`src/rtl/gp_timer.sv`:
```
module gp_timer #(
  parameter int W         = 32,
  parameter int REV_MAJOR = 2,
  parameter int REV_MINOR = 1
) (
  input  logic         clk,
  input  logic         rst_n,
  input  logic         bus_sel,
  input  logic         bus_wr,
  input  logic [3:0]   bus_addr,
  input  logic [W-1:0] bus_wdata,
  output logic [W-1:0] bus_rdata,
  input  logic         cap_in,
  output logic         irq
);
  localparam logic [3:0] A_ID  = 4'd0;
  localparam logic [3:0] A_STS = 4'd6;
  localparam logic [3:0] A_IEN = 4'd7;
  localparam logic [3:0] A_CTL = 4'd9;
  localparam logic [3:0] A_CNT = 4'd10;
  localparam logic [3:0] A_CMP = 4'd14;
  localparam logic [3:0] A_CAP = 4'd15;
  localparam logic [7:0] REV   = {4'(REV_MAJOR), 4'(REV_MINOR)};

  logic [W-1:0] cnt_q, cmp_q, cap_q;
  logic [2:0]   sts_q, ien_q, sts_set, sts_clr;
  logic [1:0]   ctl_q;
  logic [2:0]   sync_q;
  logic         wr, cnt_wr, cap_rise, wrap, hit;

  assign wr       = bus_sel & bus_wr;
  assign cnt_wr   = wr && bus_addr == A_CNT;
  assign cap_rise = sync_q[1] & ~sync_q[2];
  assign wrap     = ctl_q[0] & ~cnt_wr & (&cnt_q);
  assign hit      = ctl_q[1] & (cnt_q == cmp_q);
  assign sts_set  = {cap_rise, wrap, hit};
  assign sts_clr  = (wr && bus_addr == A_STS) ? bus_wdata[2:0] : 3'b0;
  assign irq      = |(sts_q & ien_q);

  always_ff @(posedge clk or negedge rst_n) begin
    if (!rst_n) begin
      cnt_q  <= '0;
      cmp_q  <= '0;
      cap_q  <= '0;
      sts_q  <= '0;
      ien_q  <= '0;
      ctl_q  <= '0;
      sync_q <= '0;
    end else begin
      sync_q <= {sync_q[1:0], cap_in};
      if (cnt_wr)        cnt_q <= bus_wdata;
      else if (ctl_q[0]) cnt_q <= cnt_q + 1'b1;
      if (cap_rise) cap_q <= cnt_q;
      sts_q <= (sts_q & ~sts_clr) | sts_set;
      if (wr) begin
        case (bus_addr)
          A_IEN:   ien_q <= bus_wdata[2:0];
          A_CTL:   ctl_q <= bus_wdata[1:0];
          A_CMP:   cmp_q <= bus_wdata;
          default: ;
        endcase
      end
    end
  end

  always_comb begin
    bus_rdata = '0;
    case (bus_addr)
      A_ID:    bus_rdata = W'(REV);
      A_STS:   bus_rdata = W'(sts_q);
      A_IEN:   bus_rdata = W'(ien_q);
      A_CTL:   bus_rdata = W'(ctl_q);
      A_CNT:   bus_rdata = cnt_q;
      A_CMP:   bus_rdata = cmp_q;
      A_CAP:   bus_rdata = cap_q;
      default: bus_rdata = '0;
    endcase
  end
endmodule

```
`config.mk`:
```
export PLATFORM = sky130hd
export DESIGN_NAME = gp_timer
export DESIGN_NICKNAME = d
export VERILOG_FILES = /design/src/rtl/gp_timer.sv
export SDC_FILE = /design/constraint.sdc
export NUM_CORES = 1
export LEC_CHECK = 0
export BUFFER_PORTS_ARGS = -buffer_cell sky130_fd_sc_hd__buf_2
export CORE_UTILIZATION = 40
export DETAILED_ROUTE_END_ITERATION = 10
export MAX_ROUTING_LAYER = met4
export SLEW_MARGIN = 20
export SYNTH_ARGS = -nofsm -noshare
export SYNTH_HDL_FRONTEND = slang
export SYNTH_SLANG_ARGS = --single-unit
export TNS_END_PERCENT = 50
```
`constraint.sdc`:
```
create_clock -name clk -period 2.2 [get_ports clk]
set_input_delay 0.11 -clock clk [delete_from_list [all_inputs] [get_ports clk]]
set_output_delay 0.11 -clock clk [all_outputs]
set_load 0.01 [all_outputs]
```
==> run summary <==
DPL Wire Length: 9.57 mm
worst-margin pin slew: 0.585 ns
Slew headroom: 61.0%
ant diodes: 0
buffer and inverter count on the worst path: 1
CTS Buf Count: 9
P&R area growth vs syn: 17.8%
distinct cell type count after synthesis: 42
I/O Buffers: 73
syn_nets: 549
Seq/Total Area, Yosys: 48.1%
#FFs+latches synth: 107
std cell rows: 42
max incr delay on CP: 0.49 ns
Clock Sinks: 107
power share of the clock group: 25.4%
H-tree depth: 3
crit path capture type: flop
residual DRC count: 0
post-synth top area cell: dfrtp_1
Critical Path Fanout Max: 10
final net count: 617
Starting Density: 41.5%
most common cell after layout, fill and taps aside: dfrtp_1
Setup Skew: 0.00441 ns
post-layout min period: 1.95 ns
initial antenna violation count: 0
critical-path cell list: ha_1 > nand4_4 > nor4_4 > buf_4 > nand4_1 > xor2_1 > a21oi_1
Core Footprint: 13400 sq um
worst min path class: in2reg
first-pass GRT wire length: 23.8 mm
Slew Viols, Final: 0
IO Count: 74
max-cap violations: 0
share of layout cells above drive strength 1: 32.4%
CP arrival: 2.22 ns
final wirelength: 14.5 mm
fmax: 513 MHz
vias in the first global route: 4291
Switch Pwr: 2.27 mW
Die Y: 120 um
Pre-antenna DRT Iters: 5
P_leak: 2.86 nW
Setup crit start kind: flop
Worst-path clk slew: 0.07 ns
status: finished, final reports clean
Peak supply drop: 0.434 mV
die width: 120 um
Area contributors post-synth: dfrtp_1 (48%), mux2_2 (14%), xor2_1 (6.5%)
Pint: 4.47 mW
Antenna Violating Nets Remaining: 0
Root Buffer: clkbuf_16
Clock Path Buffers: 2
clk_lat worst skew: 0.35 ns
Slowest-stage cell, CP: dfrtp_1
WP data required: 2.47 ns
GRT overflow: 0
hold_ws: 0.0137 ns
most frequent cells in the layout: dfrtp_1 (107), buf_2 (72), mux2_2 (69)
post-synth top area share: 48.1%
RSZ-0062 raised after global routing: false
violation count after the first detailed-routing iteration: 346
largest net degree at the start of global routing: 44
Power per Cell Area: 1030 nW/um^2
crit-path leading delay family: simple AND/OR/NAND/NOR gates
Yosys Warn Count: 0
switching share of power: 33.6%
Mapped Avg Cell Area: 11.0 sq um
logic gate share of total power: 26.8%
CTS tree: done
Synth Cell Area: 5570 sq um
Syn Inst Count: 507
total track usage: 22.2%
total die area: 14400 sq um
total negative setup slack: 0 ns
cts repair resizes: 0
Reg power frac: 47.9%
WL/cell: 19.2 um
routed vias/inst: 5.62
vias post-DR: 4251
fin crit share: 88.7%
Final Hold Vio Count: 0
crit path kind: reg2reg
Placer Congestion: 0.836
Setup Viol. Count Final: 0
[cells in the mapped netlist]
cell type	count
a21o_1	1
a21oi_1	34
a221o_1	1
a222oi_1	30
a31oi_1	1
a41oi_1	1
and2_1	2
and3_1	5
and4_1	5
buf_1	2
buf_2	13
buf_4	3
clkbuf_1	21
dfrtp_1	107
ha_1	1
inv_1	30
inv_2	2
mux2_1	1
mux2_2	69
mux2i_1	5
nand2_1	15
nand3_1	13
nand3_2	1
nand3b_1	1
nand4_1	18
nand4_4	2
nor2_1	39
nor2b_1	1
nor3_1	3
nor3_2	1
nor4_1	4
nor4_2	1
nor4_4	1
nor4b_1	1
nor4b_2	1
o211ai_1	1
o21ai_0	2
o21ai_1	1
o22ai_1	2
or2_2	2
xnor2_1	22
xor2_1	41
[metrics by stage]
stage	util [%]	worst slack, ns	area [sq um]	instances	power (mW)
2_1_floorplan	-	0.416	5570	507	4.44
3_3_place_gp	46.2	0.387	6190	734	4.97
3_5_place_dp	46.2	0.313	6190	734	5.05
4_1_cts	48.9	0.284	6560	756	6.78
5_1_grt	48.9	0.135	6560	756	7.16
6_report	48.9	0.249	6560	756	6.74
[timing repair]
item / 4_1_cts / 5_1_grt
buffers inserted: 0 / 0
hold endpoints to repair: 45 / 0
hold buffers: 6 / 0
[state kept, by name, indices dropped and copies added, names as in the netlist]
register  flops
cap_q        32
cmp_q        32
cnt_q        32
ctl_q         2
ien_q         3
sts_q         3
sync_q        3
[final cells by class]
class | instances | area (sq um)
Clock buffer | 11 | 233
Sequential cell | 107 | 2680
Tap cell | 176 | 220
Clock inverter | 5 | 77.6
Timing Repair Buffer | 96 | 606
Fill cell | 1265 | 6840
Inverter | 32 | 120
Multi-Input combinational cell | 329 | 2620
[power groups by stage]
stage / sequential, mW / combinational (mW) / clock [mW]
3_5_place_dp: 3.25 / 1.79 / 0
4_1_cts: 3.22 / 1.82 / 1.75
6_report: 3.23 / 1.80 / 1.71
5_1_grt: 3.33 / 1.99 / 1.84
2_1_floorplan: 2.97 / 1.47 / 0
3_3_place_gp: 3.20 / 1.77 / 0
[logic make-up after synthesis]
kind of cell,synth area share [%]
and+or+nand+nor,11.8
DFF,48.1
muxes,15.1
AOI/OAI and AO/OA,9.67
buffers and inverters,5.28
xor gates and xnor gates,9.91
adders and majority gates,0.225
[path summary, 6_finish.rpt]
path | start | end | slack, ns | depth (start not counted)
worst max-delay path | cnt_q[0] | cnt_q[20] | 0.25 | 7
worst min-delay path | bus_wdata[25] | cmp_q[25] | 0.01 | 2
worst max register to register | cnt_q[0] | cnt_q[20] | 0.25 | 7
worst min register to register | sync_q[0] | sync_q[1] | 0.35 | 0
max in group asynchronous | rst_n | cmp_q[10] | 1.22 | 3
min in group asynchronous | rst_n | cap_q[2] | 0.29 | 2
[layer usage]
| metal | wire length, um | part of all wire (%) | global-route usage, % | vias to the layer above |
|---|---|---|---|---|
| met1 | 6970 | 48 | 31.1 | 2180 |
| met5 | 0 | 0 | - | - |
| li1 | - | - | - | 1947 |
| met4 | 97 | 0.67 | 4.22 | 0 |
| met3 | 794 | 5.5 | 4.42 | 8 |
| met2 | 6640 | 46 | 33.4 | 116 |
Power figures use the tool's default switching activity.
